## src/rtl/i2c_pack_port.sv

```systemverilog
module i2c_pack_port #(
  parameter int CNT_W  = 16,
  parameter bit NARROW = 1'b0
) (
  input  logic             clk,
  input  logic             rst_n,
  input  logic             cnt_wr,
  input  logic [CNT_W-1:0] cnt_wdata,
  input  logic             cnt_tx,
  input  logic             swap,
  input  logic             dat_wr,
  input  logic [15:0]      dat_wdata,
  input  logic             dat_rd,
  output logic [15:0]      dat_rdata,
  input  logic             sh_tx_req,
  output logic [7:0]       sh_tx_byte,
  input  logic             sh_rx_vld,
  input  logic [7:0]       sh_rx_byte,
  output logic             xrdy,
  output logic             rrdy,
  output logic             ardy,
  output logic             rovr,
  output logic             xudf,
  output logic [CNT_W-1:0] remain
);
  timeunit 1ns; timeprecision 1ps;

  localparam logic [1:0] PER_WORD = NARROW ? 2'd1 : 2'd2;
  localparam logic [CNT_W-1:0] ONE = CNT_W'(1);

  logic       tx_mode;
  logic [1:0] txn;
  logic [7:0] tb0, tb1;
  logic [1:0] rxn;
  logic [7:0] rb0, rb1;
  logic       rx_full;

  wire rem_nz     = remain != '0;
  wire tx_pop     = tx_mode && sh_tx_req && txn != 2'd0;
  wire tx_miss    = tx_mode && sh_tx_req && txn == 2'd0 && rem_nz;
  wire rd_take    = !tx_mode && dat_rd && rx_full;
  wire rx_blocked = rx_full && !rd_take;
  wire rx_push    = !tx_mode && sh_rx_vld && !rx_blocked && rem_nz;
  wire rx_ovr     = !tx_mode && sh_rx_vld && rx_blocked;
  wire wr_take    = dat_wr && xrdy;
  wire dec        = tx_pop || rx_push;
  wire two        = !NARROW && (remain > ONE);
  wire swap_eff   = swap && !NARROW;
  wire [1:0] rxn_base = rd_take ? 2'd0 : rxn;
  wire [1:0] rxn_inc  = rxn_base + 2'd1;

  assign xrdy       = tx_mode && txn == 2'd0 && rem_nz;
  assign rrdy       = rx_full;
  assign sh_tx_byte = tb0;
  assign dat_rdata  = swap_eff ? {rb0, rb1} : {rb1, rb0};

  always_ff @(posedge clk) begin
    if (!rst_n) begin
      remain  <= '0;
      tx_mode <= 1'b0;
      txn     <= 2'd0;
      tb0     <= 8'h00;
      tb1     <= 8'h00;
      rxn     <= 2'd0;
      rb0     <= 8'h00;
      rb1     <= 8'h00;
      rx_full <= 1'b0;
      ardy    <= 1'b0;
      rovr    <= 1'b0;
      xudf    <= 1'b0;
    end else if (cnt_wr) begin
      remain  <= (cnt_wdata == '0) ? ONE : cnt_wdata;
      tx_mode <= cnt_tx;
      txn     <= 2'd0;
      rxn     <= 2'd0;
      rb0     <= 8'h00;
      rb1     <= 8'h00;
      rx_full <= 1'b0;
      ardy    <= 1'b0;
      rovr    <= 1'b0;
      xudf    <= 1'b0;
    end else begin
      ardy <= dec && remain == ONE;
      if (dec)     remain <= remain - ONE;
      if (tx_miss) xudf <= 1'b1;
      if (rx_ovr)  rovr <= 1'b1;

      if (tx_pop) begin
        tb0 <= tb1;
        txn <= txn - 2'd1;
      end else if (wr_take) begin
        tb0 <= swap_eff ? dat_wdata[15:8] : dat_wdata[7:0];
        tb1 <= swap_eff ? dat_wdata[7:0]  : dat_wdata[15:8];
        txn <= two ? 2'd2 : 2'd1;
      end

      if (rd_take) rx_full <= 1'b0;
      if (rx_push) begin
        if (rxn_base == 2'd0) begin
          rb0 <= sh_rx_byte;
          rb1 <= 8'h00;
        end else begin
          rb1 <= sh_rx_byte;
        end
        rxn <= rxn_inc;
        if (rxn_inc == PER_WORD || remain == ONE) rx_full <= 1'b1;
      end else if (rd_take) begin
        rxn <= 2'd0;
      end
    end
  end

  AST_LOAD_NONZERO: assert property (@(posedge clk) disable iff (!rst_n)
    cnt_wr |=> remain != '0);
  AST_BUSY_WRITE_IGNORED: assert property (@(posedge clk) disable iff (!rst_n)
    (!cnt_wr && dat_wr && !xrdy && !sh_tx_req) |=> $stable(sh_tx_byte));
  AST_RRDY_HELD: assert property (@(posedge clk) disable iff (!rst_n)
    (rrdy && !dat_rd && !cnt_wr) |=> rrdy);
  AST_OVERRUN_FLAG: assert property (@(posedge clk) disable iff (!rst_n)
    (!cnt_wr && !tx_mode && sh_rx_vld && rrdy && !dat_rd) |=> rovr);
  AST_UNDERFLOW_FLAG: assert property (@(posedge clk) disable iff (!rst_n)
    (!cnt_wr && tx_mode && sh_tx_req && txn == 2'd0 && remain != '0) |=> xudf);
  AST_COUNT_STEP: assert property (@(posedge clk) disable iff (!rst_n)
    (!cnt_wr && tx_mode && sh_tx_req && txn != 2'd0) |=> remain == $past(remain) - ONE);
  AST_DONE_AT_ZERO: assert property (@(posedge clk) disable iff (!rst_n)
    ardy |-> remain == '0);
  AST_NARROW_UPPER_ZERO: assert property (@(posedge clk) disable iff (!rst_n)
    NARROW |-> dat_rdata[15:8] == 8'h00);
endmodule

```

## config.mk

```make
export PLATFORM = sky130hd
export DESIGN_NAME = i2c_pack_port
export DESIGN_NICKNAME = d
export VERILOG_FILES = /design/src/rtl/i2c_pack_port.sv
export SDC_FILE = /design/constraint.sdc
export NUM_CORES = 1
export LEC_CHECK = 0
export ABC_CLOCK_PERIOD_IN_PS = 3600
export BUFFER_PORTS_ARGS = -buffer_cell sky130_fd_sc_hd__buf_2
export CAP_MARGIN = 5
export CORE_AREA = 4 4 108 110
export DETAILED_ROUTE_END_ITERATION = 6
export DIE_AREA = 0 0 112 114
export GPL_TIMING_DRIVEN = 0
export PLACE_DENSITY = 0.57
export SLEW_MARGIN = 40
export SYNTH_ARGS = -nofsm -noshare
export SYNTH_HDL_FRONTEND = slang
export SYNTH_SLANG_ARGS = --single-unit
export TNS_END_PERCENT = 10
```

## constraint.sdc

```tcl
create_clock -name clk -period 3.6 [get_ports clk]
set_input_delay 0.36 -clock clk [delete_from_list [all_inputs] [get_ports clk]]
set_output_delay 0.36 -clock clk [all_outputs]
set_load 0.01 [all_outputs]
```

# Word level (Yosys, flattened, before mapping)
# Index checks and enable logic that the tools add are counted.
# W data, S select, Z words.
[totals]
regBits = 57
input_bits = 49
out_inout_bits = 45
[op_classes]
addsub = 3
order_cmp = 1
eq_ne = 2
mux = 17
bitwise_logic = 3
reduce_logical = 31
[op_table]
columns = ["operator", "count"]
rows = [
  ["$mux W16", 4],
  ["$mux W8", 5],
  ["$eq A16 B1 Y1 const B", 1],
  ["$gt A16 B1 Y1 const B", 1],
  ["$logic_not A16 Y1", 1],
  ["$reduce_bool A16 Y1", 1],
  ["$sub A16 B1 Y16 const B", 1],
  ["$logic_and A1 B1 Y1", 15],
  ["$mux W2", 5],
  ["$reduce_bool A2 Y1", 3],
  ["$logic_not A2 Y1", 2],
  ["$reduce_and A2 Y1", 2],
  ["$logic_not A1 Y1", 3],
  ["$mux W1", 3],
  ["$not A1 Y1", 3],
  ["$reduce_and A3 Y1", 1],
  ["$add A2 B1 Y2 const B", 1],
  ["$eq A2 B2 Y1 const B", 1],
  ["$logic_or A1 B1 Y1", 2],
  ["$reduce_or A2 Y1", 1],
  ["$sub A2 B1 Y2 const B", 1],
]

# Depth between registers and ports, before layout
[depth]
depth_word = 11
mapped_depth = 9
mapped_depth_nobuf = 7

# Worst setup path before layout
# OpenSTA, ideal clock, no wires.
[synth_timing]
kind = "register -> register"
startpoint = "register remain[0]"
endpoint = "register tb1[6]"
arrival_time_ps = 1930
required_time_ps = 3484
slack_ps = 1554
stages_incl_launch_ff = 10
n_path_buf = 2
synth_period_minus_slack_ps = 2046
cell_sequence = "dfxtp_1 inv_1 ha_1 nor3b_2 and4_1 buf_4 nor3_2 buf_4 nand2_1 o211a_1"
[synth_between]
elab_chain_cells = 4
[synth_lines]
columns = ["item", "line", "source"]
rows = [
  ["from (decl)", "24", "output logic [CNT_W-1:0] remain"],
  ["from (signal assigned)", "72", "remain <= (cnt_wdata == '0) ? ONE : cnt_wdata;"],
  ["from (signal assigned)", "84", "if (dec) remain <= remain - ONE;"],
  ["$reduce_bool A16 Y1", "38", "wire rem_nz = remain != '0;"],
  ["$logic_and A1 B1 Y1", "52", "assign xrdy = tx_mode && txn == 2'd0 && rem_nz;"],
  ["$logic_and A1 B1 Y1", "45", "wire wr_take = dat_wr && xrdy;"],
  ["$reduce_and A3 Y1 (no line)", "-", ""],
  ["to (signal assigned)", "93", "tb1 <= swap_eff ? dat_wdata[7:0] : dat_wdata[15:8];"],
  ["to (decl)", "33", "logic [7:0] tb0, tb1;"],
]
# Every way passes these cells.
# A chain may end at the register's enable or synchronous reset.

# Worst setup path after layout
[layout_timing]
startpoint = "register remain[0]"
endpoint = "output xrdy"
[layout_between]
elab_chain_cells = 2
[layout_lines]
columns = ["item", "line", "source"]
rows = [
  ["$reduce_bool A16 Y1", "38", ""],
  ["$logic_and A1 B1 Y1", "52", ""],
  ["to (decl)", "19", "output logic xrdy,"],
]
# Every way passes these cells.

==> flow_summary.ini <==
[run_status]
status = finished, final reports clean

[clock_tree]
cts_root_buf = clkbuf_8
htreeDepth = 3
cts_buffers = 9
clock_latency_ns = 0.34
tritoncts = built
clock-sinks = 57
cts_resized = 0
post-cts-setup-buffers = 0
clk_pin_slew_ns = 0.08
clockBufferDepth = 2
hold_buffers = 0

[routing]
drc = 0
detail_route.wl_per_cell_microns = 15.77
first_iter_violations = 188
num_vias = 3252
vias_per_cell = 5.195
wl_mm = 9.872
drtAntennaViolNets = 0
drt_first_pass_iters = 4

[placement]
placed_cells = 610
gp_congestion = 0.8999
hpwlAfterDp_mm = 7.674
portBuffers = 92

[die]
die_x_microns = 112
io-pin-count = 94
fp.coreArea_sq_um = 10700
rows = 38
initial_utilization_pct = 30.23
die_area_sq_um = 12770
dieHeight_microns = 114

[layout]
nets = 535
layout-drive-gt1-share_pct = 29.84
regArea_sq_um = 1141
n_antenna_cell = 0
fillers = 1140
syn2layout_area_growth_pct = 27.16
final_cells = 626
multi_input_area_sq_um = 1949

[synth]
ys_ff_latch = 57
yosys_warnings = 0
syn_area_sq_um = 3234
seq_area_frac_synth_pct = 35.28
synth_fp_nets = 432
synth_flop_cell = dfxtp_1
synthTopCellsByArea = dfxtp_1, mux2i_1, nand2_1
post-synth-top-area-cell = dfxtp_1
synth_cell_types = 53
async_flop_share_pct = 0
syn_inst = 378
synth_top_area_share_pct = 35.28
synth_edf_count = 0
syn_area_per_cell_sq_um = 8.556

[timing]
max-slew-margin-rel_pct = 54.23
final-setup-viol-count = 0
finalCritPeriodShare_pct = 69.99
report.final.slew_viol_count = 0
fmax_mhz = 396.9
final-hold-violation-count = 0
rsz0062_at_grt = false
clock_skew_ns = 0.01114
tns_ns = 0
finalCriticalPeriod_ns = 2.520
max_slew.worst_pin.slew_ns = 0.6865

[worst_setup_path]
critPathMaxStageDelay_ns = 0.37
crit_slowest_cell = dfxtp_1
crit_family = simple AND/OR/NAND/NOR gates
reg2reg_from = remain[0]$_SDFFE_PN0P_
arrival_ns = 2.16
cp_max_fo = 6
startpoint_type = register
r2r_cells = 8
endpoint_kind = output port
cp_num_buf_inv = 2
path_cells = inv_1, ha_1, nor3b_2, nand4_1, and3_1, buf_2
crit_type = reg -> out
worstReg2RegEnd = remain[12]$_SDFFE_PN0P_
cp_data_required_time_ns = 3.24
ff2ff_setup_slack_ns = 1.12

[run]
max-cap-violations = 0

[hold_path]
whs_endpoint = remain[11]$_SDFFE_PN0P_
min_path_type = in -> reg
min-delay-start = cnt_wdata[11]
whs_path_depth = 3

[power]
p_leak_nw = 1.842
power.total_mw = 1.746
power_density_nw_per_um2 = 424.5
ir_drop_uv = 211.1

[global_routing]
antenna_found_initial = 0
grt_max_degree = 12
grt_pass1_wl_mm = 16.01
grt-ovfl-total = 0
grt_pass1_vias = 3258
grt_use_total_pct = 15.52
-- flip-flops by register name, summed over array words and instances (netlist names) --
name / flops
sh_tx_byte: 8
remain: 16
rrdy: 1
txn: 2
tb1: 8
rb1: 8
xudf: 1
rovr: 1
rb0: 8
ardy: 1
tx_mode: 1
rxn: 2
-- per-stage QoR --
step / hold WS, ns / util (%) / setup slack (ns) / instance area, sq um
2_1_floorplan: 0.4390 / - / 1.554 / 3234
3_3_place_gp: 0.4459 / 36.18 / 1.277 / 3870
3_5_place_dp: 0.4564 / 36.18 / 1.206 / 3870
4_1_cts: 0.2390 / 38.44 / 1.091 / 4113
5_1_grt: 0.2437 / 38.44 / 0.9664 / 4113
6_report: 0.2590 / 38.44 / 1.080 / 4113
-- layout make-up --
| cell class | instances | share of cell area [%] |
|---|---|---|
| multi-input combinational | 290 | 47.40 |
| sequential | 57 | 27.75 |
| timing repair buffer | 92 | 11.20 |
| tap | 140 | 4.259 |
| clock buffer | 9 | 3.012 |
| clock inverter | 7 | 2.890 |
| buffer | 22 | 2.677 |
| inverter | 9 | 0.8214 |
-- power by group --
| part | leakage [nW] | total, mW | switching, mW | internal, mW |
|---|---|---|---|---|
| Sequential | 0.464 | 0.695 | 0.0381 | 0.657 |
| Combinational | 1.26 | 0.310 | 0.180 | 0.131 |
| Clock | 0.115 | 0.740 | 0.281 | 0.459 |
| Total | 1.84 | 1.75 | 0.499 | 1.25 |
-- synth_stat cells, drive strengths merged (2+ instances only) --
library cell,count
o211ai,12
mux2,16
nor3b,4
a211oi,3
buf,9
xnor2,5
o21ai,19
nand4,4
clkbuf,13
a31oi,5
nand2b,2
a21oi,32
nor3,12
or4,4
nor2b,4
nor4,10
nand3,18
nand2,57
and4,2
a311oi,3
nand3b,10
ha,5
and3,3
o211a,9
a21o,3
o31ai,2
inv,8
mux2i,26
dfxtp,57
nor2,10
and2,2
-- per-layer routing --
metal / part of all wire, % / GRT usage (%) / vias to the layer above
li1: - / - / 1598
met1: 45 / 19.73 / 1533
met2: 47 / 25.58 / 110
met3: 6.7 / 4.297 / 11
met4: 1.5 / 5.128 / 0
met5: 0 / 0 / -
-- worst reg2reg max path, cell delays in order, from the launching register on --
cell and delay (ns):
dfxtp_1 0.44, inv_1 0.10, ha_1 0.27, nor3b_2 0.20
and4_1 0.22, buf_4 0.16, o211ai_1 0.53, a21oi_1 0.14
a311oi_1 0.31
-- kinds of logic (layout without fill, tap and decap cells) --
kind of cell    Yosys count  count (layout)  synth area share (%)
flops                    57              57                 35.28
simple gates            146             146                 24.80
mux                      42              42                 13.62
fa+ha+maj                 5               5                 1.934
compound gates           91              91                 18.30
buf+inv                  31             139                 4.448
xor+xnor                  6               6                 1.625
-- layout by cell type (no fill, tap or decap), drive strengths merged, types with 4 or more instances in the layout --
cell type	instances
nor4	10
nor3b	4
nand4	4
nand3b	10
nor2	10
or4	4
dfxtp	57
clkbuf	22
nor3	12
nor2b	4
mux2i	26
buf	101
inv	8
o21ai	19
a21oi	32
ha	5
o211a	9
a31oi	5
xnor2	5
o211ai	12
nand2	57
nand3	18
mux2	16
-- worst max path at each step --
stage | startpoint | endpoint | slack (ns) | cells past startpoint
CTS | remain[0]$_SDFFE_PN0P_ | xrdy | 1.09 | 6
finish | remain[0]$_SDFFE_PN0P_ | xrdy | 1.08 | 6
global route | remain[0]$_SDFFE_PN0P_ | remain[12]$_SDFFE_PN0P_ | 0.97 | 8
detailed placement | remain[0]$_SDFFE_PN0P_ | remain[12]$_SDFFE_PN0P_ | 1.21 | 8
global placement | remain[0]$_SDFFE_PN0P_ | tb1[7]$_SDFFE_PN0P_ | 1.28 | 9
floorplan | remain[0]$_SDFFE_PN0P_ | tb1[6]$_SDFFE_PN0P_ | 1.55 | 9
Power figures use the tool's default switching activity.
